--- config.mk ---
export PLATFORM = sky130hd
export DESIGN_NAME = uart_tx_pacer
export DESIGN_NICKNAME = d
export VERILOG_FILES = /design/src/rtl/uart_tx_pkg.sv /design/src/rtl/uart_tx_baud.sv /design/src/rtl/uart_tx_fifo.sv /design/src/rtl/uart_tx_shifter.sv /design/src/rtl/uart_tx_pacer.sv
export SDC_FILE = /design/constraint.sdc
export NUM_CORES = 1
export LEC_CHECK = 0
export ABC_CLOCK_PERIOD_IN_PS = 6600
export BUFFER_PORTS_ARGS = -buffer_cell sky130_fd_sc_hd__buf_2
export CAP_MARGIN = 25
export CORE_ASPECT_RATIO = 0.75
export CORE_MARGIN = 2
export CORE_UTILIZATION = 49
export DETAILED_ROUTE_END_ITERATION = 7
export PLACE_DENSITY_LB_ADDON = 0.08
export SLEW_MARGIN = 15
export SYNTH_ARGS = -nofsm -noshare
export SYNTH_HDL_FRONTEND = slang
export SYNTH_SLANG_ARGS = --single-unit
--- constraint.sdc ---
create_clock -name clk -period 6.6 [get_ports clk]
set_input_delay 0.33 -clock clk [delete_from_list [all_inputs] [get_ports clk]]
set_output_delay 0.33 -clock clk [all_outputs]
set_load 0.01 [all_outputs]
--- src/rtl/uart_tx_pkg.sv ---
package uart_tx_pkg;

    typedef enum logic [2:0] {
        TX_IDLE,
        TX_START,
        TX_DATA,
        TX_PARITY,
        TX_STOP
    } tx_state_e;

    // register window
    localparam logic [2:0] A_DATA  = 3'd0;
    localparam logic [2:0] A_DIVHI = 3'd1;
    localparam logic [2:0] A_QCTL  = 3'd2;
    localparam logic [2:0] A_LCTL  = 3'd3;
    localparam logic [2:0] A_MCTL  = 3'd4;

    localparam int          BIT_TICKS  = 16;
    localparam logic [15:0] DIV_RESET  = 16'd12;
    localparam logic [4:0]  MCTL_RESET = 5'h08;

    typedef struct packed {
        logic [2:0] nbits_m1;
        logic       par_en;
        logic       par_even;
        logic       two_stop;
    } frame_cfg_t;

endpackage

--- src/rtl/uart_tx_baud.sv ---
module uart_tx_baud #(
    parameter int UNIT_CLKS = 1
) (
    input  logic        clk,
    input  logic        rst_n,
    input  logic [15:0] div,
    output logic        tick
);
    localparam int CW = 16 + $clog2(UNIT_CLKS + 1);

    logic [CW-1:0] cnt;
    logic [CW-1:0] period;

    assign period = CW'(div) * CW'(UNIT_CLKS);

    always_ff @(posedge clk or negedge rst_n) begin
        if (!rst_n) begin
            cnt  <= '0;
            tick <= 1'b0;
        end else if (cnt >= period - CW'(1)) begin
            cnt  <= '0;
            tick <= 1'b1;
        end else begin
            cnt  <= cnt + CW'(1);
            tick <= 1'b0;
        end
    end
endmodule

--- src/rtl/uart_tx_fifo.sv ---
module uart_tx_fifo #(
    parameter int DEPTH = 16,
    parameter int W     = 8
) (
    input  logic                       clk,
    input  logic                       rst_n,
    input  logic                       flush,
    input  logic                       push,
    input  logic [W-1:0]               din,
    input  logic                       pop,
    output logic [W-1:0]               dout,
    output logic [$clog2(DEPTH+1)-1:0] count
);
    localparam int PW   = (DEPTH > 1) ? $clog2(DEPTH) : 1;
    localparam int CNTW = $clog2(DEPTH + 1);

    logic [W-1:0]  mem [DEPTH];
    logic [PW-1:0] wp, rp;
    logic          push_ok, pop_ok;

    assign push_ok = push && (count < CNTW'(DEPTH));
    assign pop_ok  = pop && (count != '0);
    assign dout    = mem[rp];

    function automatic logic [PW-1:0] bump(input logic [PW-1:0] p);
        return (p == PW'(DEPTH - 1)) ? '0 : p + PW'(1);
    endfunction

    always_ff @(posedge clk) begin
        if (push_ok && !flush) mem[wp] <= din;
    end

    always_ff @(posedge clk or negedge rst_n) begin
        if (!rst_n) begin
            wp    <= '0;
            rp    <= '0;
            count <= '0;
        end else if (flush) begin
            wp    <= '0;
            rp    <= '0;
            count <= '0;
        end else begin
            if (push_ok) wp <= bump(wp);
            if (pop_ok)  rp <= bump(rp);
            count <= count + CNTW'(push_ok) - CNTW'(pop_ok);
        end
    end
endmodule

--- src/rtl/uart_tx_shifter.sv ---
module uart_tx_shifter
    import uart_tx_pkg::*;
#(
    parameter int TICKS = BIT_TICKS
) (
    input  logic       clk,
    input  logic       rst_n,
    input  logic       tick,
    input  logic       load,
    input  logic [7:0] load_data,
    input  frame_cfg_t cfg,
    output logic       ready,
    output logic       busy,
    output logic       done,
    output logic       txd
);
    localparam int SW = $clog2(TICKS);

    tx_state_e  st, st_nx;
    logic [SW-1:0] sub;
    logic [2:0]    bidx;
    logic          sidx;
    logic [7:0]    sh;
    logic          pbit;
    frame_cfg_t    cfg_q;
    logic          bit_end, last;

    assign bit_end = tick && (sub == SW'(TICKS - 1));
    assign last    = (st == TX_STOP) && bit_end && (sidx == cfg_q.two_stop);
    assign ready   = (st == TX_IDLE) || last;
    assign busy    = (st != TX_IDLE);
    assign done    = last;

    always_comb begin
        st_nx = st;
        unique case (st)
            TX_IDLE:   if (load) st_nx = TX_START;
            TX_START:  if (bit_end) st_nx = TX_DATA;
            TX_DATA:   if (bit_end && bidx == cfg_q.nbits_m1)
                           st_nx = cfg_q.par_en ? TX_PARITY : TX_STOP;
            TX_PARITY: if (bit_end) st_nx = TX_STOP;
            TX_STOP:   if (last) st_nx = load ? TX_START : TX_IDLE;
            default:   st_nx = TX_IDLE;
        endcase
    end

    // state register
    always_ff @(posedge clk or negedge rst_n) begin
        if (!rst_n) st <= TX_IDLE;
        else        st <= st_nx;
    end

    // datapath counters and shift register
    always_ff @(posedge clk or negedge rst_n) begin
        if (!rst_n) begin
            sub   <= '0;
            bidx  <= '0;
            sidx  <= 1'b0;
            sh    <= '0;
            pbit  <= 1'b0;
            cfg_q <= '0;
        end else if (load) begin
            sub   <= '0;
            bidx  <= '0;
            sidx  <= 1'b0;
            sh    <= load_data;
            cfg_q <= cfg;
            pbit  <= cfg.par_even ? ^load_data : ~^load_data;
        end else if (tick) begin
            sub <= bit_end ? '0 : sub + SW'(1);
            if (bit_end && st == TX_DATA) begin
                sh   <= sh >> 1;
                bidx <= bidx + 3'd1;
            end
            if (bit_end && st == TX_STOP) sidx <= 1'b1;
        end
    end

    // line output
    always_comb begin
        unique case (st)
            TX_START:  txd = 1'b0;
            TX_DATA:   txd = sh[0];
            TX_PARITY: txd = pbit;
            default:   txd = 1'b1;
        endcase
    end
endmodule

--- src/rtl/uart_tx_pacer.sv ---
module uart_tx_pacer
    import uart_tx_pkg::*;
#(
    parameter int FIFO_DEPTH = 16,
    parameter int UNIT_CLKS  = 1
) (
    input  logic        clk,
    input  logic        rst_n,
    input  logic        wr_en,
    input  logic [2:0]  wr_addr,
    input  logic [7:0]  wr_data,
    output logic        serial_out,
    output logic        lb_valid,
    output logic [7:0]  lb_data,
    output logic        thre,
    output logic        temt,
    output logic        txe_pend,
    output logic [15:0] divisor,
    output logic [7:0]  line_ctl,
    output logic [4:0]  modem_ctl
);
    localparam int CNTW = $clog2(FIFO_DEPTH + 1);

    logic [7:0]      dll, dlm, thr, dmask, ld_byte;
    logic            fifo_en, thr_full;
    logic            data_wr, dll_wr, dlm_wr, qctl_wr, lctl_wr, mctl_wr, flush;
    logic [15:0]     div_cand;
    logic            tick, sh_ready, sh_busy, sh_done, sh_txd;
    logic            src_has, load, last_out, empty_evt;
    logic [7:0]      fifo_dout;
    logic [CNTW-1:0] fifo_cnt;
    frame_cfg_t      cfg;

    assign data_wr  = wr_en && wr_addr == A_DATA  && !line_ctl[7];
    assign dll_wr   = wr_en && wr_addr == A_DATA  &&  line_ctl[7];
    assign dlm_wr   = wr_en && wr_addr == A_DIVHI &&  line_ctl[7];
    assign qctl_wr  = wr_en && wr_addr == A_QCTL;
    assign lctl_wr  = wr_en && wr_addr == A_LCTL;
    assign mctl_wr  = wr_en && wr_addr == A_MCTL;
    assign div_cand = dll_wr ? {dlm, wr_data} : {wr_data, dll};
    assign flush    = qctl_wr && (wr_data[2] || (wr_data[0] != fifo_en));

    assign dmask    = 8'hFF >> (2'd3 - line_ctl[1:0]);
    assign src_has  = fifo_en ? (fifo_cnt != '0) : thr_full;
    assign ld_byte  = (fifo_en ? fifo_dout : thr) & dmask;
    assign load     = sh_ready && src_has && !flush;
    assign last_out = fifo_en ? (fifo_cnt == CNTW'(1)) : 1'b1;
    assign empty_evt = (sh_done && !load) || (flush && !sh_busy);

    assign cfg.nbits_m1 = 3'd4 + {1'b0, line_ctl[1:0]};
    assign cfg.par_en   = line_ctl[3];
    assign cfg.par_even = line_ctl[4];
    assign cfg.two_stop = line_ctl[2];

    uart_tx_baud #(.UNIT_CLKS(UNIT_CLKS)) u_baud (
        .clk(clk), .rst_n(rst_n), .div(divisor), .tick(tick)
    );

    uart_tx_fifo #(.DEPTH(FIFO_DEPTH), .W(8)) u_fifo (
        .clk(clk), .rst_n(rst_n), .flush(flush),
        .push(data_wr && fifo_en), .din(wr_data),
        .pop(load && fifo_en), .dout(fifo_dout), .count(fifo_cnt)
    );

    uart_tx_shifter #(.TICKS(BIT_TICKS)) u_shift (
        .clk(clk), .rst_n(rst_n), .tick(tick), .load(load),
        .load_data(ld_byte), .cfg(cfg), .ready(sh_ready),
        .busy(sh_busy), .done(sh_done), .txd(sh_txd)
    );

    // control registers
    always_ff @(posedge clk or negedge rst_n) begin
        if (!rst_n) begin
            line_ctl  <= '0;
            modem_ctl <= MCTL_RESET;
            dll       <= DIV_RESET[7:0];
            dlm       <= DIV_RESET[15:8];
            divisor   <= DIV_RESET;
            fifo_en   <= 1'b0;
        end else begin
            if (lctl_wr) line_ctl  <= wr_data;
            if (mctl_wr) modem_ctl <= wr_data[4:0];
            if (dll_wr)  dll <= wr_data;
            if (dlm_wr)  dlm <= wr_data;
            if ((dll_wr || dlm_wr) && div_cand != 16'd0) divisor <= div_cand;
            if (qctl_wr) fifo_en <= wr_data[0];
        end
    end

    // holding byte, status flags, loopback strobe
    always_ff @(posedge clk or negedge rst_n) begin
        if (!rst_n) begin
            thr      <= '0;
            thr_full <= 1'b0;
            thre     <= 1'b1;
            temt     <= 1'b1;
            txe_pend <= 1'b0;
            lb_valid <= 1'b0;
            lb_data  <= '0;
        end else begin
            if (data_wr && !fifo_en) thr <= wr_data;
            if (flush)                    thr_full <= 1'b0;
            else if (data_wr && !fifo_en) thr_full <= 1'b1;
            else if (load && !fifo_en)    thr_full <= 1'b0;

            if (data_wr)                          thre <= 1'b0;
            else if (flush || (load && last_out)) thre <= 1'b1;

            if (data_wr) begin
                temt     <= 1'b0;
                txe_pend <= 1'b0;
            end else if (empty_evt) begin
                temt     <= 1'b1;
                txe_pend <= 1'b1;
            end

            lb_valid <= load && modem_ctl[4];
            if (load) lb_data <= ld_byte;
        end
    end

    always_comb begin
        if (modem_ctl[4])     serial_out = 1'b1;
        else if (line_ctl[6]) serial_out = 1'b0;
        else                  serial_out = sh_txd;
    end
endmodule

==> qor.yml <==
antenna_found_initial: 1
htreeDepth: 1
clockBufferDepth: 3
rsz0062_at_grt: "no"
grt_pass1_vias: 7162
final.min_clock_period_ps: 3720
num-fill-cells: 1882
dieHeight_um: 136
outcome: "finished clean"
yosysTopAreaCell: "edfxtp_1"
synth_seq_cells: 251
grt_max_degree: 77
timing.max_cap.violations: 0
drt-initial-drc-count: 535
worstPathCellList: "inv_1, ha_1, nand2_1, nor3_1, nand2_1, nor4_1, xnor2_1, ha_1, a21o_1, a21o_1, a21oi_1, buf_4, nand2_1, a21oi_1"
start_util: 0.496
route.detailed.wl_per_inst_um: 20.7
vias_per_cell: 5.67
power.density_nw_per_um2: 378
firstDrtPassIters: 5
worstSetupPathType: "reg -> reg"
relSlewSlack: 0.396
cp.arrival_ps: 4160
path_clk_slew_ps: 60
setup_viol: 0
routabilityCongestion: 0.858
wl_mm: 25.2
fin_skew_ps: 18.4
synth_top_area_frac: 0.339
fin_crit_sh: 0.564
netlist_top_cells_area: "edfxtp_1 34%, dfrtp_1 26%, mux4_2 5.4%, mux2_2 4.6%, ha_1 3.5%"
syn_area_sq_um: 11400
post_cts_resized: 0
rows: 48
clock_latency_ps: 520
cts_sinks: 251
synth_edf_count: 128
hold_path.class: "in -> reg"
route.detailed.drc: 0
area.growth.synth_to_final_pct: 12.5
grt_usage: 0.212
cpMostUsedCell: "nand2_1"
clock-root-buffer: "clkbuf_16"
hold_viol_final: 0
cpPeakStageDelay_ps: 530
ir_drop_mv: 0.208
final_cells: 1216
slowest_stage: "a21oi_1"
most-common-layout-cells: "128 x edfxtp_1, 115 x dfrtp_1, 78 x nand2_1, 61 x nor2_1, 54 x buf_2"
avgSynthCellArea_sq_um: 13.6
coreArea_sq_um: 22900
fin_tns_setup_ps: 0
drive_gt1_frac: 0.207
dp_hpwl_mm: 16.8
post_cts_buffers: 0
dieArea_sq_um: 24400
grt.overflow.total: 0
dp_cells: 1169
crit_path_end_kind: "register"
cts_made_buffers: 25
layout_commonest_cell: "edfxtp_1"
vias: 6890
yosysWarnings: 0
io_buffers: 55
cp.required_ps: 7040
start_kind: "register"
grt_pass1_wl_mm: 40.2
report.final.slew_viol_count: 0
synthesis.nets: 883
cellLeakagePower_nw: 5.13
final_core_util: 0.558
ant_nets: 0
ys_seq_area_frac: 0.610
nets: 945
synthArstFlopShare: 0.490
crit_fanout: 10
num_io_pins: 56
tightest_slew_ps: 902
cts_tree: "yes"
finalPower_mw: 4.83
clock.fmax_ghz: 0.269
ys.flop_type: "edfxtp_1"
die_w_um: 180
synth_cell_types: 60
synthCells: 836
-- Yosys cell counts (15+ instances only) --
| cell | count |
|---|---|
| mux2_2 | 46 |
| xnor2_1 | 29 |
| edfxtp_1 | 128 |
| nand3_1 | 15 |
| nor3_1 | 18 |
| mux4_2 | 27 |
| a21oi_1 | 40 |
| inv_1 | 21 |
| clkbuf_1 | 23 |
| ha_1 | 32 |
| nor2_1 | 61 |
| mux2i_1 | 22 |
| xor2_1 | 18 |
| nand2_1 | 78 |
| o21ai_0 | 20 |
| dfrtp_1 | 116 |
-- layout make-up --
type	count	area, sq um	area share
inverter	22	82.6	0.00646
antenna	1	2.50	0.000196
clock inverter	8	57.6	0.00451
sequential	251	6930	0.543
multi-input combinational	528	4180	0.327
tap	300	375	0.0294
timing repair buffer	70	413	0.0323
clock buffer	36	728	0.0570
-- state kept, by name, summed over array words and instances (netlist names), 4 cells and up --
register	count
u_shift.cfg_q	5
dll	8
u_shift.sh	8
u_fifo.wp	4
u_fifo.count	5
u_fifo.rp	4
dlm	8
modem_ctl	5
divisor	16
thr	8
u_shift.sub	4
lb_data	8
line_ctl	8
u_fifo.mem	128
u_baud.cnt	17
-- layer usage --
| metal | wire length, um | global-route usage | vias up | share of wire |
|---|---|---|---|---|
| met1 | 12400 | 0.320 | 3530 | 0.49 |
| met2 | 11400 | 0.329 | 139 | 0.45 |
| met5 | 0 | 0 | - | 0 |
| li1 | - | - | 3193 | - |
| met3 | 1040 | 0.0338 | 28 | 0.041 |
| met4 | 398 | 0.0416 | 0 | 0.016 |
-- cells by family after synthesis --
logic type      synth area share
flops                      0.610
buf+inv                   0.0215
compound gates            0.0623
simple gates              0.0973
xor+xnor                  0.0377
fa+ha+maj                 0.0370
mux                        0.134
-- through the flow --
stage / cell area [sq um] / setup slack [ps] / hold slack, ps
after floorplan: 11400 / 3410 / 34.4
after detailed placement: 11900 / 2930 / 391
final: 12800 / 2880 / 304
after CTS: 12700 / 2890 / 292
after global routing: 12800 / 2560 / 304
after global placement: 11900 / 2790 / 376
-- what timing repair did --
item | in CTS | in global routing
hold buffers | 1 | 0
endpoints found under the setup margin | 0 | 0
hold endpoints to repair | 43 | 0
-- power breakdown --
part / total, mW / switching (mW) / internal (mW) / leakage (nW)
clock: 1.36 / 0.566 / 0.799 / 0.384
combinational: 1.31 / 0.675 / 0.632 / 2.06
sequential: 2.16 / 0.261 / 1.90 / 2.68
total: 4.83 / 1.50 / 3.33 / 5.13
-- critical path: cells and delay by family, from the launching register on --
kind | cells | cell delay (ps)
compound gates | 4 | 1040
simple gates | 5 | 1150
buf+inv | 2 | 420
xor+xnor | 1 | 160
fa+ha+maj | 2 | 470
flops | 1 | 390
-- final timing paths --
| kind | from | endpoint | slack, ps | depth (start not counted) |
|---|---|---|---|---|
| max in group asynchronous | rst_n | thre$_DFFE_PN1P_ | 5100 | 4 |
| hold / removal | wr_data[6] | u_fifo.mem[7][6]$_DFFE_PP_ | 300 | 1 |
| min in group asynchronous | rst_n | u_baud.cnt[1]$_DFF_PN0_ | 370 | 2 |
| hold reg to reg | lb_data[7]$_DFFE_PN0N_ | lb_data[7]$_DFFE_PN0N_ | 470 | 1 |
| setup / recovery | divisor[0]$_DFFE_PN0P_ | u_baud.cnt[7]$_DFF_PN0_ | 2880 | 14 |
| setup reg to reg | divisor[0]$_DFFE_PN0P_ | u_baud.cnt[7]$_DFF_PN0_ | 2880 | 14 |
Note: power is estimated with default switching activity, not from simulation.
